## src/rtl/refdiv_pkg.sv

```systemverilog
package refdiv_pkg;

    typedef enum logic {
        SRC_EXT  = 1'b0,
        SRC_XTAL = 1'b1
    } src_e;

    localparam int unsigned DEF_SET_W   = 17;
    localparam int unsigned DEF_SWAL_W  = 4;
    localparam int unsigned DEF_DIR_MIN = 6;

endpackage

```

## src/rtl/refdiv_hold.sv

```systemverilog
module refdiv_hold #(
    parameter int unsigned SET_W   = refdiv_pkg::DEF_SET_W,
    parameter int unsigned SWAL_W  = refdiv_pkg::DEF_SWAL_W,
    parameter int unsigned DIR_MIN = refdiv_pkg::DEF_DIR_MIN
) (
    input  logic                      clk,
    input  logic                      rst_n,
    input  logic                      sel_xtal,
    input  logic [SET_W-1:0]          setting,
    output logic [SET_W-1:0]          dir_mod,
    output logic [SET_W-SWAL_W-1:0]   main_set,
    output logic [SWAL_W-1:0]         swal_set,
    output logic                      err
);
    localparam int unsigned MAIN_W   = SET_W - SWAL_W;
    localparam int unsigned MAIN_MIN = (2 ** SWAL_W) + 1;
    localparam logic [SET_W-1:0] DIR_RST = SET_W'(DIR_MIN);
    localparam logic [SET_W-1:0] SW_RST  = {MAIN_W'(MAIN_MIN), SWAL_W'(0)};

    typedef struct packed {
        logic [SET_W-1:0] dir;
        logic [SET_W-1:0] sw;
        logic             err;
    } hold_t;

    hold_t hold_d, hold_q;

    logic              dir_ok, sw_ok;
    logic [MAIN_W-1:0] main_in;
    logic [SWAL_W-1:0] swal_in;

    always_comb begin
        main_in = setting[SET_W-1:SWAL_W];
        swal_in = setting[SWAL_W-1:0];
        dir_ok  = !setting[0] && (setting >= DIR_RST);
        sw_ok   = (main_in >= MAIN_W'(MAIN_MIN)) && (main_in > MAIN_W'(swal_in));

        hold_d = hold_q;
        if (sel_xtal) begin
            if (dir_ok) hold_d.dir = setting;
            hold_d.err = !dir_ok;
        end else begin
            if (sw_ok) hold_d.sw = setting;
            hold_d.err = !sw_ok;
        end

        dir_mod  = hold_d.dir;
        main_set = hold_d.sw[SET_W-1:SWAL_W];
        swal_set = hold_d.sw[SWAL_W-1:0];
        err      = hold_q.err;
    end

    always_ff @(posedge clk or negedge rst_n) begin
        if (!rst_n) begin
            hold_q.dir <= DIR_RST;
            hold_q.sw  <= SW_RST;
            hold_q.err <= 1'b0;
        end else begin
            hold_q <= hold_d;
        end
    end

endmodule

```

## src/rtl/refdiv_direct.sv

```systemverilog
module refdiv_direct #(
    parameter int unsigned SET_W = refdiv_pkg::DEF_SET_W
) (
    input  logic             clk,
    input  logic             rst_n,
    input  logic             restart,
    input  logic             tick,
    input  logic [SET_W-1:0] modulus,
    output logic             term
);
    typedef struct packed {
        logic [SET_W-1:0] cnt;
    } dir_t;

    dir_t st_d, st_q;

    always_comb begin
        st_d = st_q;
        term = tick && !restart && (st_q.cnt == '0);
        if (restart) begin
            st_d.cnt = modulus - SET_W'(1);
        end else if (tick) begin
            if (st_q.cnt == '0) st_d.cnt = modulus - SET_W'(1);
            else                st_d.cnt = st_q.cnt - SET_W'(1);
        end
    end

    always_ff @(posedge clk or negedge rst_n) begin
        if (!rst_n) st_q <= '0;
        else        st_q <= st_d;
    end

endmodule

```

## src/rtl/refdiv_swallow.sv

```systemverilog
module refdiv_swallow #(
    parameter int unsigned MAIN_W = refdiv_pkg::DEF_SET_W - refdiv_pkg::DEF_SWAL_W,
    parameter int unsigned SWAL_W = refdiv_pkg::DEF_SWAL_W
) (
    input  logic              clk,
    input  logic              rst_n,
    input  logic              restart,
    input  logic              tick,
    input  logic [MAIN_W-1:0] main_set,
    input  logic [SWAL_W-1:0] swal_set,
    output logic              term
);
    localparam int unsigned PRE_W = SWAL_W + 1;
    // a prescaler cycle of 2**SWAL_W + 1 ticks counts down from PRE_LONG
    localparam logic [PRE_W-1:0] PRE_LONG  = PRE_W'(2 ** SWAL_W);
    localparam logic [PRE_W-1:0] PRE_SHORT = PRE_W'((2 ** SWAL_W) - 1);

    typedef struct packed {
        logic [PRE_W-1:0]  pre;
        logic [MAIN_W-1:0] main;
        logic [SWAL_W-1:0] swal;
    } sw_t;

    sw_t st_d, st_q;
    sw_t start;
    logic [SWAL_W-1:0] swal_next;

    always_comb begin
        start.main = main_set - MAIN_W'(1);
        start.swal = swal_set;
        start.pre  = (swal_set != '0) ? PRE_LONG : PRE_SHORT;

        swal_next = (st_q.swal != '0) ? st_q.swal - SWAL_W'(1) : st_q.swal;
        term      = tick && !restart && (st_q.pre == '0) && (st_q.main == '0);

        st_d = st_q;
        if (restart) begin
            st_d = start;
        end else if (tick) begin
            if (st_q.pre == '0) begin
                if (st_q.main == '0) begin
                    st_d = start;
                end else begin
                    st_d.main = st_q.main - MAIN_W'(1);
                    st_d.swal = swal_next;
                    st_d.pre  = (swal_next != '0) ? PRE_LONG : PRE_SHORT;
                end
            end else begin
                st_d.pre = st_q.pre - PRE_W'(1);
            end
        end
    end

    always_ff @(posedge clk or negedge rst_n) begin
        if (!rst_n) st_q <= '0;
        else        st_q <= st_d;
    end

endmodule

```

## src/rtl/ref_divider.sv

```systemverilog
module ref_divider #(
    parameter int unsigned SET_W   = refdiv_pkg::DEF_SET_W,
    parameter int unsigned SWAL_W  = refdiv_pkg::DEF_SWAL_W,
    parameter int unsigned DIR_MIN = refdiv_pkg::DEF_DIR_MIN
) (
    input  logic             clk,
    input  logic             rst_n,
    input  logic             run,
    input  logic             xtal_sel,
    input  logic             xtal_ce,
    input  logic             ext_ce,
    input  logic [SET_W-1:0] div_set,
    output logic             ref_pulse,
    output logic             set_err
);
    import refdiv_pkg::*;

    localparam int unsigned MAIN_W = SET_W - SWAL_W;

    typedef struct packed {
        src_e src;
        logic armed;
        logic pulse;
    } top_t;

    top_t top_d, top_q;

    logic [SET_W-1:0]  dir_mod;
    logic [MAIN_W-1:0] main_set;
    logic [SWAL_W-1:0] swal_set;
    logic              restart;
    logic              dir_term, sw_term;
    src_e              src_now;

    refdiv_hold #(
        .SET_W  (SET_W),
        .SWAL_W (SWAL_W),
        .DIR_MIN(DIR_MIN)
    ) u_hold (
        .clk     (clk),
        .rst_n   (rst_n),
        .sel_xtal(xtal_sel),
        .setting (div_set),
        .dir_mod (dir_mod),
        .main_set(main_set),
        .swal_set(swal_set),
        .err     (set_err)
    );

    refdiv_direct #(
        .SET_W(SET_W)
    ) u_direct (
        .clk    (clk),
        .rst_n  (rst_n),
        .restart(restart || (src_now != SRC_XTAL)),
        .tick   (xtal_ce),
        .modulus(dir_mod),
        .term   (dir_term)
    );

    refdiv_swallow #(
        .MAIN_W(MAIN_W),
        .SWAL_W(SWAL_W)
    ) u_swallow (
        .clk     (clk),
        .rst_n   (rst_n),
        .restart (restart || (src_now != SRC_EXT)),
        .tick    (ext_ce),
        .main_set(main_set),
        .swal_set(swal_set),
        .term    (sw_term)
    );

    always_comb begin
        src_now     = src_e'(xtal_sel);
        restart     = !run || !top_q.armed || (src_now != top_q.src);
        top_d       = top_q;
        top_d.src   = src_now;
        top_d.armed = 1'b1;
        top_d.pulse = (src_now == SRC_XTAL) ? dir_term : sw_term;
        ref_pulse   = top_q.pulse;
    end

    always_ff @(posedge clk or negedge rst_n) begin
        if (!rst_n) begin
            top_q.src   <= SRC_EXT;
            top_q.armed <= 1'b0;
            top_q.pulse <= 1'b0;
        end else begin
            top_q <= top_d;
        end
    end

endmodule

```

## config.mk

```make
export PLATFORM = sky130hd
export DESIGN_NAME = ref_divider
export DESIGN_NICKNAME = d
export VERILOG_FILES = /design/src/rtl/refdiv_pkg.sv /design/src/rtl/refdiv_hold.sv /design/src/rtl/refdiv_direct.sv /design/src/rtl/refdiv_swallow.sv /design/src/rtl/ref_divider.sv
export SDC_FILE = /design/constraint.sdc
export NUM_CORES = 1
export LEC_CHECK = 0
export BUFFER_PORTS_ARGS = -buffer_cell sky130_fd_sc_hd__clkbuf_2
export CORE_ASPECT_RATIO = 0.8
export CORE_MARGIN = 2
export CORE_UTILIZATION = 45
export CTS_CLUSTER_SIZE = 30
export DETAILED_ROUTE_END_ITERATION = 10
export SYNTH_ARGS = -nofsm -noshare
export SYNTH_HDL_FRONTEND = slang
export SYNTH_SLANG_ARGS = --single-unit
```

## constraint.sdc

```tcl
create_clock -name clk -period 3.3 [get_ports clk]
set_clock_uncertainty 0.15 [all_clocks]
set_input_delay 0.165 -clock clk [delete_from_list [all_inputs] [get_ports clk]]
set_output_delay 0.165 -clock clk [all_outputs]
set_load 0.005 [all_outputs]
```

**Word-level counts from Yosys, hierarchy flattened**

Index checks and enable logic that the tools add are counted.

- Muxes and demuxes: 17
- Order comparisons: 3
- Reductions and logical operators: 28
- Equal/unequal tests: 1
- Bitwise operators: 1
- $add $sub $neg: 6

Operators with widths:

| kind | count |
|---|---|
| $mux 17 | 8 |
| $mux 22 | 3 |
| $sub 17x1->17 const B | 2 |
| $sub 13x1->13 const B | 2 |
| $ge 17x3->1 const B | 1 |
| $logic_not 17->1 | 1 |
| $mux 5 | 3 |
| $ge 13x5->1 const B | 1 |
| $gt 13x4->1 | 1 |
| $logic_not 13->1 | 1 |
| $reduce_bool 4->1 | 3 |
| $logic_and 1x1->1 | 7 |
| $logic_not 1->1 | 7 |
| $reduce_bool 2->1 | 3 |
| $logic_not 5->1 | 1 |
| $sub 5x1->5 const B | 1 |
| $logic_or 1x1->1 | 4 |
| $mux 4 | 1 |
| $sub 4x1->4 const B | 1 |
| $mux 1 | 2 |
| $reduce_and 2->1 | 1 |
| $ne 1x1->1 | 1 |
| $not 1->1 | 1 |

- Flip-flop bits (word level): 77
- Output and inout bits: 2
- Word-level logic and storage cells: 66
- Input port bits: 23

**Depth between registers and ports, before layout**

- Word-level depth: 10
- Mapped depth: 15
- Gate-level depth less buffers: 11

**Hierarchy**

Synthesis repeated with hierarchy kept, for this count alone.

- Cells, all modules: 485
- Area total of the unflattened synthesis: 4,870.9 µm²

By module, submodules not included:

| module | times used | cells an instance | sequential area each (µm²) | area an instance (µm²) |
|---|---|---|---|---|
| refdiv_swallow | 1 | 192 | 550.5 | 1,699.1 |
| refdiv_hold | 1 | 114 | 880.8 | 1,649.1 |
| refdiv_direct | 1 | 172 | 425.4 | 1,411.4 |
| ref_divider | 1 | 7 | 75.1 | 111.4 |

**Least setup slack after synthesis**

Ideal clock, no wire load.

- Kind: input-to-reg
- From: input div_set[9]
- To: register u_direct.st_q[14] (netlist bit)
- Setup time: 84 ps
- Stages on the path: 14
- Data arrival time: 3,155 ps
- Slack: -89 ps
- Buffers on the path: 3
- Data required time: 3,066 ps
- Cell sequence: buf_2 or4_1 nor3_1 a311oi_2 buf_2 buf_2 mux2i_1 ha_1 nand2_1 or3_1 or3_1 a21oi_1 a21oi_1 o22ai_1

- Cells in the longest elaborated chain, start to end: 8

Ends and longest elaborated chain:

| what | line | RTL |
|---|---|---|
| start, declared | ref_divider.sv:12 | `input logic [SET_W-1:0] div_set,` |
| $ge 17x3->1 | refdiv_hold.sv:35 | `dir_ok = !setting[0] && (setting >= DIR_RST);` |
| $logic_and 1x1->1 | refdiv_hold.sv:35 |  |
| $mux 17 (*) | refdiv_hold.sv:40 | `if (dir_ok) hold_d.dir = setting;` |
| $mux 17 (*) | refdiv_hold.sv:39 | `if (sel_xtal) begin` |
| $sub 17x1->17 (*) | refdiv_direct.sv:21, refdiv_direct.sv:23 |  |
| $mux 17 | refdiv_direct.sv:23 | `if (st_q.cnt == '0) st_d.cnt = modulus - SET_W'(1);` |
| $mux 17 | refdiv_direct.sv:22 | `end else if (tick) begin` |
| $mux 17 (*) | refdiv_direct.sv:20 | `if (restart) begin` |
| end signal, assigned | refdiv_direct.sv:30 | `else st_q <= st_d;` |
| end, declared | refdiv_direct.sv:15 | `dir_t st_d, st_q;` |

Every way passes the cells marked *; elsewhere a longest branch is shown, timed or not. The select of a mux whose other input is x is not followed.
A chain may end at the register's enable or synchronous reset.

**Final worst setup path**

- From: input xtal_sel
- To: register u_direct.st_q[14] (netlist bit)

- Cells in the longest elaborated chain, start to end: 5
- Elaborated cells between the ends (all ways): 10
- Classes of those cells: add/sub (1); eq/ne (1); mux (4); bitwise (1); reduce/logical (3)

Ends and longest elaborated chain:

| what | line | RTL |
|---|---|---|
| start, declared | ref_divider.sv:9 | `input logic xtal_sel,` |
| $mux 17 | refdiv_hold.sv:39 |  |
| $sub 17x1->17 | refdiv_direct.sv:21, refdiv_direct.sv:23 |  |
| $mux 17 | refdiv_direct.sv:23 |  |
| $mux 17 | refdiv_direct.sv:22 |  |
| $mux 17 | refdiv_direct.sv:20 |  |

Several ways; a longest one is shown, not always the timed one. The select of a mux whose other input is x is not followed.

==> flow_metrics.py <==
metrics = {
    "pwr": {
        "power_density_nw_per_um2": 501.3,
        "ir_worst_vdd_v": 0.0002534,
        "p_leak_nw": 2.262,
    },
    "logic_synthesis": {
        "ys_types": 61,
        "syn_nets": 563,
        "synthCells": 534,
        "synth_top_flop_cell": "dfrtp_1",
        "synth_warnings": 0,
        "synth_edf_count": 0,
        "syn-cell-area_um2": 4807,
        "ys_ff_latch": 77,
        "avgSynthCellArea_um2": 9.002,
        "seq_area_frac_synth_pct": 40.19,
        "async_flop_share_pct": 100.0,
    },
    "route": {
        "routed_wl_um": 12400,
        "wl_per_cell_um": 17.40,
        "drc_errors": 0,
        "drtPass1Iterations": 5,
        "vias": 4214,
        "viasPerCell": 5.910,
        "drtIter0Drc": 349,
        "ant_nets": 0,
    },
    "cells_and_area": {
        "antenna_cells": 0,
        "final_common_cell": "dfrtp_1",
        "nNetsFinal": 597,
        "final_cell_mix": "73 x dfrtp_1, 43 x nand2_1, 42 x a21oi_1",
        "syn_to_final_growth_pct": 14.99,
        "drive_above_1_share_pct": 18.32,
    },
    "floorplanning": {
        "boundaryPins": 25,
        "coreArea_um2": 10320,
        "initial_utilization_pct": 46.57,
        "die_width_um": 119.6,
        "dieArea_um2": 11530,
        "die-height_um": 96.45,
        "rows": 33,
    },
    "setup_path": {
        "crit_fanout": 10,
        "cp_data_required_time_ns": 3.40,
        "cp-start-kind": "input port",
        "critical_path_class": "in2reg",
        "cp.arrival_ns": 3.23,
        "crit_path_end_kind": "flip-flop",
    },
    "hold_path": {
        "min_path_type": "in2reg",
    },
    "place": {
        "place.gp.congestion": 0.8547,
        "port_buffers": 24,
        "hpwl_um": 8946,
    },
    "cts": {
        "htree_levels": 3,
        "clkTransAtPathRegs_ns": 0.06,
        "cts_tree": "done",
        "clk_latency_ns": 0.34,
        "post_cts_resized": 0,
        "cts_buffers": 9,
        "clock-sinks": 77,
        "clock_path_buffers": 2,
        "post_cts_buffers": 0,
        "clockRootBuffer": "clkbuf_16",
        "hold_buffers": 5,
    },
    "timing": {
        "min_period_ns": 3.130,
        "period_share_pct": 94.83,
        "finalHoldViolCount": 0,
        "max_freq_mhz": 319.5,
        "tightest_slew_ns": 1.006,
        "whs_ns": 0.03613,
        "setup_viol": 0,
        "report.final.slew_viol_count": 0,
        "rsz0062_at_grt": "false",
        "setup_tns_ns": 0,
        "maxSlewHeadroom_pct": 32.92,
    },
    "grt": {
        "antenna_found_initial": 0,
        "grt_pass1_vias": 4015,
        "grt_use_total_pct": 23.39,
        "grt_overflow": 0,
        "grt_pass1_wl_um": 20850,
        "grt_max_degree": 78,
    },
    "status": {
        "outcome": "complete, no violations",
    },
    "run": {
        "timing.max_cap.violations": 0,
    },
}
==> cell usage after synthesis (all sizes together) (12+ instances only) <==
library cell  count  area share, %
dfrtp            73             38
xnor2            20            3.6
clkbuf           12           0.94
nor2             38            3.0
inv              28            2.2
o21ai            33            3.5
o22ai            14            1.8
nand2            43            3.4
a21oi            42            4.4
xor2             18            3.3
nor3             38            4.1
nor4             14            2.1
or3              21            2.8
mux2             27            6.3
==> worst paths after layout <==
check / slack (ns) / to / start / cells past startpoint
setup / recovery: 0.17 / u_direct.st_q[14] / xtal_sel / 12
hold / removal: 0.04 / u_hold.hold_q[32] / div_set[14] / 2
setup reg to reg: 0.34 / u_swallow.st_q[14] / u_swallow.st_q[4] / 9
hold reg to reg: 0.34 / u_swallow.st_q[11] / u_swallow.st_q[11] / 2
max in group asynchronous: 1.96 / u_swallow.st_q[20] / rst_n / 2
min in group asynchronous: 0.40 / u_hold.hold_q[21] / rst_n / 2
==> flip-flops by register name, indices dropped and copies added (netlist names) <==
register	cells
u_hold.hold_q	34
u_hold.err	1
u_direct.st_q	17
ref_pulse	1
top_q	2
u_swallow.st_q	22
==> power by group <==
part | total [mW] | internal [mW] | switching, mW | leakage, nW
clock | 1.08 | 0.686 | 0.390 | 0.154
combinational | 0.507 | 0.220 | 0.286 | 1.20
sequential | 1.19 | 1.07 | 0.117 | 0.907
total | 2.77 | 1.98 | 0.793 | 2.26
==> metrics by stage <==
| stage | instance area [µm²] | power [mW] | setup WS (ns) | cells | util [%] |
|---|---|---|---|---|---|
| finish | 5528 | 2.771 | 0.1705 | 713 | 53.55 |
| global route | 5528 | 2.917 | 0.001784 | 713 | 53.55 |
| CTS | 5528 | 2.794 | 0.2183 | 713 | 53.55 |
| detailed placement | 5159 | 1.700 | 0.1440 | 692 | 49.98 |
| global placement | 5159 | 1.689 | 0.2598 | 692 | 49.98 |
| floorplan | 4847 | 1.526 | 0.003601 | 534 | - |
==> critical path: stages <==
cell	delay (ns)
dlygate4sd3_1	0.53
clkbuf_2	0.25
inv_1	0.18
a311oi_4	0.35
nand2b_1	0.31
ha_2	0.28
nand2_1	0.12
or3_4	0.38
or3_1	0.31
a21oi_1	0.14
a21oi_1	0.06
o22ai_1	0.15
==> logic make-up (layout without fill, tap and decap cells) <==
kind of cell / after synthesis / in the layout / synth area share [%]
multiplexers: 36 / 36 / 8.199
flip-flops: 77 / 77 / 40.19
XOR/XNOR: 38 / 38 / 6.923
buffers and inverters: 51 / 90 / 4.425
AO/OA/AOI/OAI: 129 / 129 / 17.05
adder cells (fa/ha/maj): 6 / 6 / 1.562
other: 1 / 1 / 0.07801
AND/OR/NAND/NOR: 196 / 196 / 21.58
==> final cells by class <==
class,instances,area [µm²]
multi-input combinational,406,2696
fill,960,4795
sequential,77,1932
inverter,28,105.1
tap,140,175.2
clock inverter,3,68.82
timing repair buffer,46,300.3
clock buffer,13,250.2
==> metal layers <==
layer  routed length, µm  GRT usage, %
met2                5449         36.43
met4                  84         4.510
met1                6182         33.95
met5                   0             0
met3                 688         5.047
No activity file was read; power rests on OpenSTA's default activity.
